`src/rtl/sgw_pkg.sv`:
```
package sgw_pkg;
  parameter int unsigned GAIN_W_DEF = 8;
  parameter int unsigned SYNC_DEF   = 2;

  // counter wide enough to tell "more than a word" from "exactly a word"
  function automatic int unsigned cnt_width(input int unsigned w);
    return $clog2(2 * w);
  endfunction
endpackage

```
`src/rtl/sgw_sync.sv`:
```
module sgw_sync #(
  parameter int unsigned        W       = 3,
  parameter int unsigned        STAGES  = 2,
  parameter logic [W-1:0]       RST_VAL = '0
) (
  input  logic         clk,
  input  logic         rst_n,
  input  logic [W-1:0] d,
  output logic [W-1:0] q
);
  logic [W-1:0] stg [STAGES];

  genvar i;
  generate
    for (i = 0; i < STAGES; i++) begin : g_stage
      if (i == 0) begin : g_first
        always_ff @(posedge clk or negedge rst_n) begin
          if (!rst_n) stg[i] <= RST_VAL;
          else        stg[i] <= d;
        end
      end else begin : g_next
        always_ff @(posedge clk or negedge rst_n) begin
          if (!rst_n) stg[i] <= RST_VAL;
          else        stg[i] <= stg[i-1];
        end
      end
    end
  endgenerate

  assign q = stg[STAGES-1];
endmodule

```
`src/rtl/sgw_shift.sv`:
```
module sgw_shift #(
  parameter int unsigned W  = 8,
  parameter int unsigned CW = 4
) (
  input  logic          clk,
  input  logic          rst_n,
  input  logic          sclk_s,
  input  logic          sdat_s,
  input  logic          en_s,
  output logic [W-1:0]  shreg,
  output logic [CW-1:0] cnt
);
  localparam logic [CW-1:0] CMAX = '1;

  logic          sclk_d, en_d, master;
  logic          master_n;
  logic [W-1:0]  shreg_n;
  logic [CW-1:0] cnt_n;
  logic          sclk_rise, sclk_fall, en_fall, load_win;

  assign sclk_rise = sclk_s & ~sclk_d;
  assign sclk_fall = ~sclk_s & sclk_d;
  assign en_fall   = ~en_s & en_d;
  assign load_win  = ~en_s;

  always_comb begin
    master_n = master;
    shreg_n  = shreg;
    cnt_n    = cnt;
    if (load_win && sclk_rise) master_n = sdat_s;
    if (load_win && sclk_fall) begin
      shreg_n = {shreg[W-2:0], master};
      if (cnt != CMAX) cnt_n = cnt + 1'b1;
    end
    if (en_fall) cnt_n = (load_win && sclk_fall) ? CW'(1) : '0;
  end

  always_ff @(posedge clk or negedge rst_n) begin
    if (!rst_n) begin
      sclk_d <= 1'b0;
      en_d   <= 1'b1;
      master <= 1'b0;
      shreg  <= '0;
      cnt    <= '0;
    end else begin
      sclk_d <= sclk_s;
      en_d   <= en_s;
      master <= master_n;
      shreg  <= shreg_n;
      cnt    <= cnt_n;
    end
  end
endmodule

```
`src/rtl/sgw_latch.sv`:
```
module sgw_latch #(
  parameter int unsigned W  = 8,
  parameter int unsigned CW = 4
) (
  input  logic          clk,
  input  logic          rst_n,
  input  logic          en_s,
  input  logic [W-1:0]  shreg,
  input  logic [CW-1:0] cnt,
  output logic [W-1:0]  gain,
  output logic          err
);
  localparam logic [CW-1:0] FULL = CW'(W);

  logic         en_d;
  logic [W-1:0] gain_n;
  logic         err_n;

  always_comb begin
    gain_n = gain;
    err_n  = err;
    if (en_s)          gain_n = shreg;          // transparent while high
    if (en_s && !en_d) err_n  = (cnt != FULL);  // judged at the rising edge
  end

  always_ff @(posedge clk or negedge rst_n) begin
    if (!rst_n) begin
      en_d <= 1'b1;
      gain <= '0;
      err  <= 1'b0;
    end else begin
      en_d <= en_s;
      gain <= gain_n;
      err  <= err_n;
    end
  end
endmodule

```
`src/rtl/sgw_pwr.sv`:
```
module sgw_pwr #(
  parameter int unsigned STAGES = 2
) (
  input  logic clk,
  input  logic rst_n,
  input  logic pd_n,
  output logic out_en
);
  logic             clr_n;
  logic [STAGES-1:0] chain;

  assign clr_n = rst_n & pd_n;

  always_ff @(posedge clk or negedge clr_n) begin
    if (!clr_n) chain <= '0;
    else        chain <= {chain[STAGES-2:0], 1'b1};
  end

  assign out_en = chain[STAGES-1];
endmodule

```
`src/rtl/sgw_rx.sv`:
```
module sgw_rx #(
  parameter int unsigned GAIN_W      = sgw_pkg::GAIN_W_DEF,
  parameter int unsigned SYNC_STAGES = sgw_pkg::SYNC_DEF
) (
  input  logic              clk,
  input  logic              rst_n,
  input  logic              ser_clk,
  input  logic              ser_data,
  input  logic              ser_en,
  input  logic              pd_n,
  output logic [GAIN_W-1:0] gain_code,
  output logic              out_en,
  output logic              count_err
);
  localparam int unsigned CW = sgw_pkg::cnt_width(GAIN_W);

  logic [2:0]        pins_s;
  logic              en_s, sclk_s, sdat_s;
  logic [GAIN_W-1:0] shreg;
  logic [CW-1:0]     cnt;

  sgw_sync #(.W(3), .STAGES(SYNC_STAGES), .RST_VAL(3'b100)) u_sync (
    .clk(clk), .rst_n(rst_n),
    .d({ser_en, ser_clk, ser_data}),
    .q(pins_s)
  );
  assign {en_s, sclk_s, sdat_s} = pins_s;

  sgw_shift #(.W(GAIN_W), .CW(CW)) u_shift (
    .clk(clk), .rst_n(rst_n),
    .sclk_s(sclk_s), .sdat_s(sdat_s), .en_s(en_s),
    .shreg(shreg), .cnt(cnt)
  );

  sgw_latch #(.W(GAIN_W), .CW(CW)) u_latch (
    .clk(clk), .rst_n(rst_n),
    .en_s(en_s), .shreg(shreg), .cnt(cnt),
    .gain(gain_code), .err(count_err)
  );

  sgw_pwr #(.STAGES(SYNC_STAGES)) u_pwr (
    .clk(clk), .rst_n(rst_n), .pd_n(pd_n), .out_en(out_en)
  );
endmodule

```
`config.mk`:
```
export PLATFORM = sky130hd
export DESIGN_NAME = sgw_rx
export DESIGN_NICKNAME = d
export VERILOG_FILES = /design/src/rtl/sgw_pkg.sv /design/src/rtl/sgw_sync.sv /design/src/rtl/sgw_shift.sv /design/src/rtl/sgw_latch.sv /design/src/rtl/sgw_pwr.sv /design/src/rtl/sgw_rx.sv
export SDC_FILE = /design/constraint.sdc
export NUM_CORES = 1
export LEC_CHECK = 0
export BUFFER_PORTS_ARGS = -buffer_cell sky130_fd_sc_hd__buf_2
export CAP_MARGIN = 20
export CORE_ASPECT_RATIO = 0.6
export CORE_MARGIN = 3
export CORE_UTILIZATION = 54
export CTS_CLUSTER_SIZE = 10
export DETAILED_ROUTE_END_ITERATION = 10
export HOLD_SLACK_MARGIN = 0.05
export MAX_ROUTING_LAYER = met4
export PLACE_DENSITY = 0.79
export RECOVER_POWER = 25
export SETUP_SLACK_MARGIN = 0.5
export SLEW_MARGIN = 20
export SYNTH_ARGS = -nofsm -noshare
export SYNTH_HDL_FRONTEND = slang
export SYNTH_SLANG_ARGS = --single-unit
```
`constraint.sdc`:
```
create_clock -name clk -period 1.5 [get_ports clk]
set_input_delay 0.15 -clock clk [delete_from_list [all_inputs] [get_ports clk]]
set_output_delay 0.15 -clock clk [all_outputs]
set_load 0.02 [all_outputs]
```
==> summary.md <==
TritonCTS created 5 clock buffers. For the via count of the first global-routing pass, the log shows 877. The number of failing hold endpoints at the final stage was 0; the count of maximum capacitance violations was 0.

The core region is 0.001982 mm². The endpoint of the worst-slack reg-to-reg timing path is u_shift.cnt[3]. The tools report the net switching power of the design as 0.6663 mW. The initialized floorplan defines 12 standard-cell rows. The quantity of I/O buffers inserted on ports was 15; the total congestion overflow after global routing was 0. The die is 67.11 µm wide. The tools report the distinct cell type count of the synthesized netlist as 27. The initial antenna violation count is 0, and the global-route usage over all layers is 20.68%. Sorting the synthesized cells by area gives the leading types as dfrtp_1 (60%), mux2_2 (8.4%), nand2_1 (7.8%). In the final design database the tool counted 152 nets.

The internal power of the cells totals 1.870 mW. In this run the remaining antenna-violating nets after routing total 0. Routability-driven placement finished with a final weighted congestion of 0.7241. The delay of the slowest critical-path stage works out to 450 ps. Setup repair after global routing could not meet its margin everywhere.

After synthesis, the mean cell area works out to 12.22 µm². dfrtp_1 takes more of the synthesized area than any other cell. The path type of the worst setup path is reg -> reg. The final layout contains routed wiring with a total length of 3184 µm.

From bottom edge to top edge, the die measures 42.67 µm. The die covers 0.002863 mm². The maximum number of pins on one net before global-route repair came out at 19. Summed over all nets, the half-perimeter wirelength after detailed placement is 1453 µm. The total count of max-transition violations in the final report was 0.

The tools report the reg-to-reg startpoint as u_sync.q[1]. The repair_antennas step left the layout with diodes totalling 0. The actual slew at the worst max-slew pin was 963.3 ps; the maximum net fanout on the critical path was 8.

The total number of H-tree levels came out at 2. Per report_power, the sequential group accounts for 43.4% of the total. The total power was 2.536 mW; the post-detailed-route wirelength per cell was 18.40 µm.

Share of the clock period used by the worst path after layout: 91.99%. The net count of the mapped netlist is 107, and the share of post-route cells with drive strength above 1 is 42.07%. The worst register-to-register path has a depth of 3. TritonCTS built the clock tree. The tools report the total I/O pin count as 16. The first global-routing pass estimated 4071 µm of wire. The count of flip-flops with a built-in enable after synthesis works out to 0.

Clock skew on the completed layout was measured at 11.40 ps. In the synthesized netlist the async set-or-reset flop fraction comes to 100.0%. Largest vdd supply drop: 0.001105 V. The later pin in the worst-skew pair is clocked with a latency of 290 ps. In this run the tightest slew margin relative to its limit is 35.78%. The worst setup path is captured at a flop. Power spread over the standard cell area amounts to 1412 mW/mm².

Net switching is 26.27% of the power. The tightest min-delay check is of the in -> async type. The run finished with clean final reports. Data arrives at the worst endpoint at 1590 ps. Sequential cells were found to cover 66.49% of the synthesized design area. The total via count in the routed design was 966. Summed over its instances, the top area cell type makes up 59.98% of the synthesized netlist area. Setup total negative slack on the finished layout was measured at 0 ps. The tools report the smallest hold slack as 294.2 ps. The via count normalized by instance count came out at 5.584. For this run, the top clock speed supported by timing is 724.7 MHz.

STA classifies the critical path startpoint as a flop. For this configuration, the core starts out at a cell density of 61.05%. The tools report the library cell used as clock root buffer as clkbuf_8. Of the total power, combinational logic draws 20.7%. The clock transition at the registers of the reported paths came out at 70 ps.

Among all flip-flop cells after synthesis, the most frequent one is dfrtp_1. The tools report the number of buffers on the longest clock path as 2. The largest individual stage delay along the critical path comes from the cell or3b_4. The critical path ends at u_shift.cnt[3].

For the worst setup path, the data required time is 1710 ps. dfrtp_1 is the most common cell in the netlist. Summed over all cells, the static leakage comes to 0.8903 nW.

Number of design-rule violations left by the first detailed-router iteration: 87. After synthesis, the most frequently instantiated cells are dfrtp_1 (29), nand2_1 (25), mux2_2 (9). The number of detailed-route iterations in the first pass was 4. In this run the worst setup path begins at u_sync.q[1]. The run gives 0 as the count of yosys warnings during synthesis. Counting flops and latches in the post-synthesis netlist gives 32.

The shortest clock period the worst path allows after layout was 1380 ps. The mapped netlist covers 0.001210 mm². The worst register-to-register path has a setup slack of 120 ps. The number of endpoints failing setup at the final stage was 0.

The logs give 32 for the count of clock tree sinks and 0 for the number of remaining DRC errors. Synthesis handed over a netlist of 99 instances. The post-synthesis to final-layout area growth works out to 48.50%. The run gives 35.9% as the clock network fraction of total power. Traced cell by cell, the critical path runs through or3b_4 -> or3_1 -> a21oi_2.
[area by class of cell]
cell class                      instances  area, µm²
Sequential cell                        32      804.5
Inverter                                4      15.01
Tap cell                               28      35.03
Clock buffer                            7      96.34
Timing Repair Buffer                   40      360.3
Fill cell                              75      185.2
Clock inverter                          1      30.03
Multi-Input combinational cell         61      455.4
[metrics by stage]
step	area, µm²	instances	util (%)	setup slack (ps)
after global routing	1797	173	90.66	88.88
after global placement	1384	145	69.82	143.5
after floorplan	1261	99	-	202.0
final	1797	173	90.66	120.2
after detailed placement	1384	145	69.82	82.06
after CTS	1620	163	81.76	187.9
[power groups by stage]
stage	registers, mW	logic (mW)	clock network, mW
floorplan	1.14	0.160	0
global placement	1.09	0.325	0
detailed placement	1.09	0.336	0
CTS	1.08	0.387	0.915
global route	1.11	0.557	0.970
finish	1.10	0.525	0.910
[sequential cells by signal, indices dropped and copies added (netlist names)]
| name | count |
|---|---|
| u_latch.en_d | 1 |
| u_latch.err | 1 |
| u_latch.gain | 8 |
| u_pwr.chain | 2 |
| u_shift.cnt | 4 |
| u_shift.master | 1 |
| u_shift.sclk_d | 1 |
| u_shift.shreg | 8 |
| u_sync.q | 3 |
| u_sync.stg | 3 |
[how the worst min path moves through the flow]
| stage | to | slack [ps] | cells after the start |
|---|---|---|---|
| floorplan | u_latch.err | -150 | 0 |
| global placement | u_pwr.chain[0] | 30 | 2 |
| detailed placement | u_pwr.chain[0] | 60 | 2 |
| CTS | u_pwr.chain[0] | 280 | 3 |
| global route | u_pwr.chain[0] | 280 | 3 |
| finish | u_pwr.chain[0] | 290 | 3 |
[kinds of logic (layout without fill, tap and decap cells)]
kind of cell               after synthesis  in the layout  synth area share [%]
and+or+nand+nor                         40             40                 15.93
DFF                                     32             32                 66.50
AOI/OAI and AO/OA                        9              9                 4.861
muxes                                    9              9                 8.377
buffers and inverters                    6             52                 1.964
adders and majority gates                2              2                 2.068
other                                    1              1                0.3099
[cell usage in the layout, fill, tap and decap left out]
cell,Yosys,final
dfrtp_1,29,29
and2_1,1,1
buf_12,0,1
nand3_1,5,5
o21ai_0,1,1
or3b_4,1,1
clkbuf_16,0,1
a21oi_1,3,1
mux2_4,0,9
nor3b_4,0,2
clkbuf_1,1,2
o211ai_1,1,1
buf_2,1,5
o41ai_1,1,1
dfstp_2,3,3
ha_2,0,1
buf_4,0,16
or3_1,1,1
nor2_1,1,1
nor2b_1,1,1
a31oi_1,1,1
nand3b_1,1,1
clkbuf_8,0,7
o311ai_2,0,1
nand2b_1,1,1
o31ai_2,0,1
nand2_1,25,25
dlygate4sd3_1,0,5
conb_1,1,1
a21oi_2,0,2
buf_6,0,10
and3_1,1,1
ha_1,2,1
bufinv_16,0,1
inv_1,4,4
[timing repair]
action / 4_1_cts / 5_1_grt
hold buffers: 5 / 0
cloned: 0 / 2
hold endpoints to repair: 17 / 0
buffers inserted: 5 / 8
setup endpoints to repair: 24 / 31
gates resized for setup: 6 / 25
pin swaps: 3 / 2
[per-layer routing]
metal | part of all wire [%] | vias to the layer above | global-route usage (%)
met4 | 4.0 | 0 | 8.871
met2 | 47 | 56 | 28.91
met1 | 40 | 474 | 25.83
met3 | 9.0 | 15 | 9.524
met5 | 0 | - | -
li1 | - | 421 | -
[critical path, delay by kind of cell, from the launching register on]
| kind | cells | cell delay, ps |
|---|---|---|
| simple gates | 2 | 800 |
| flops | 1 | 380 |
| compound gates | 1 | 130 |
Power figures use the tool's default switching activity.
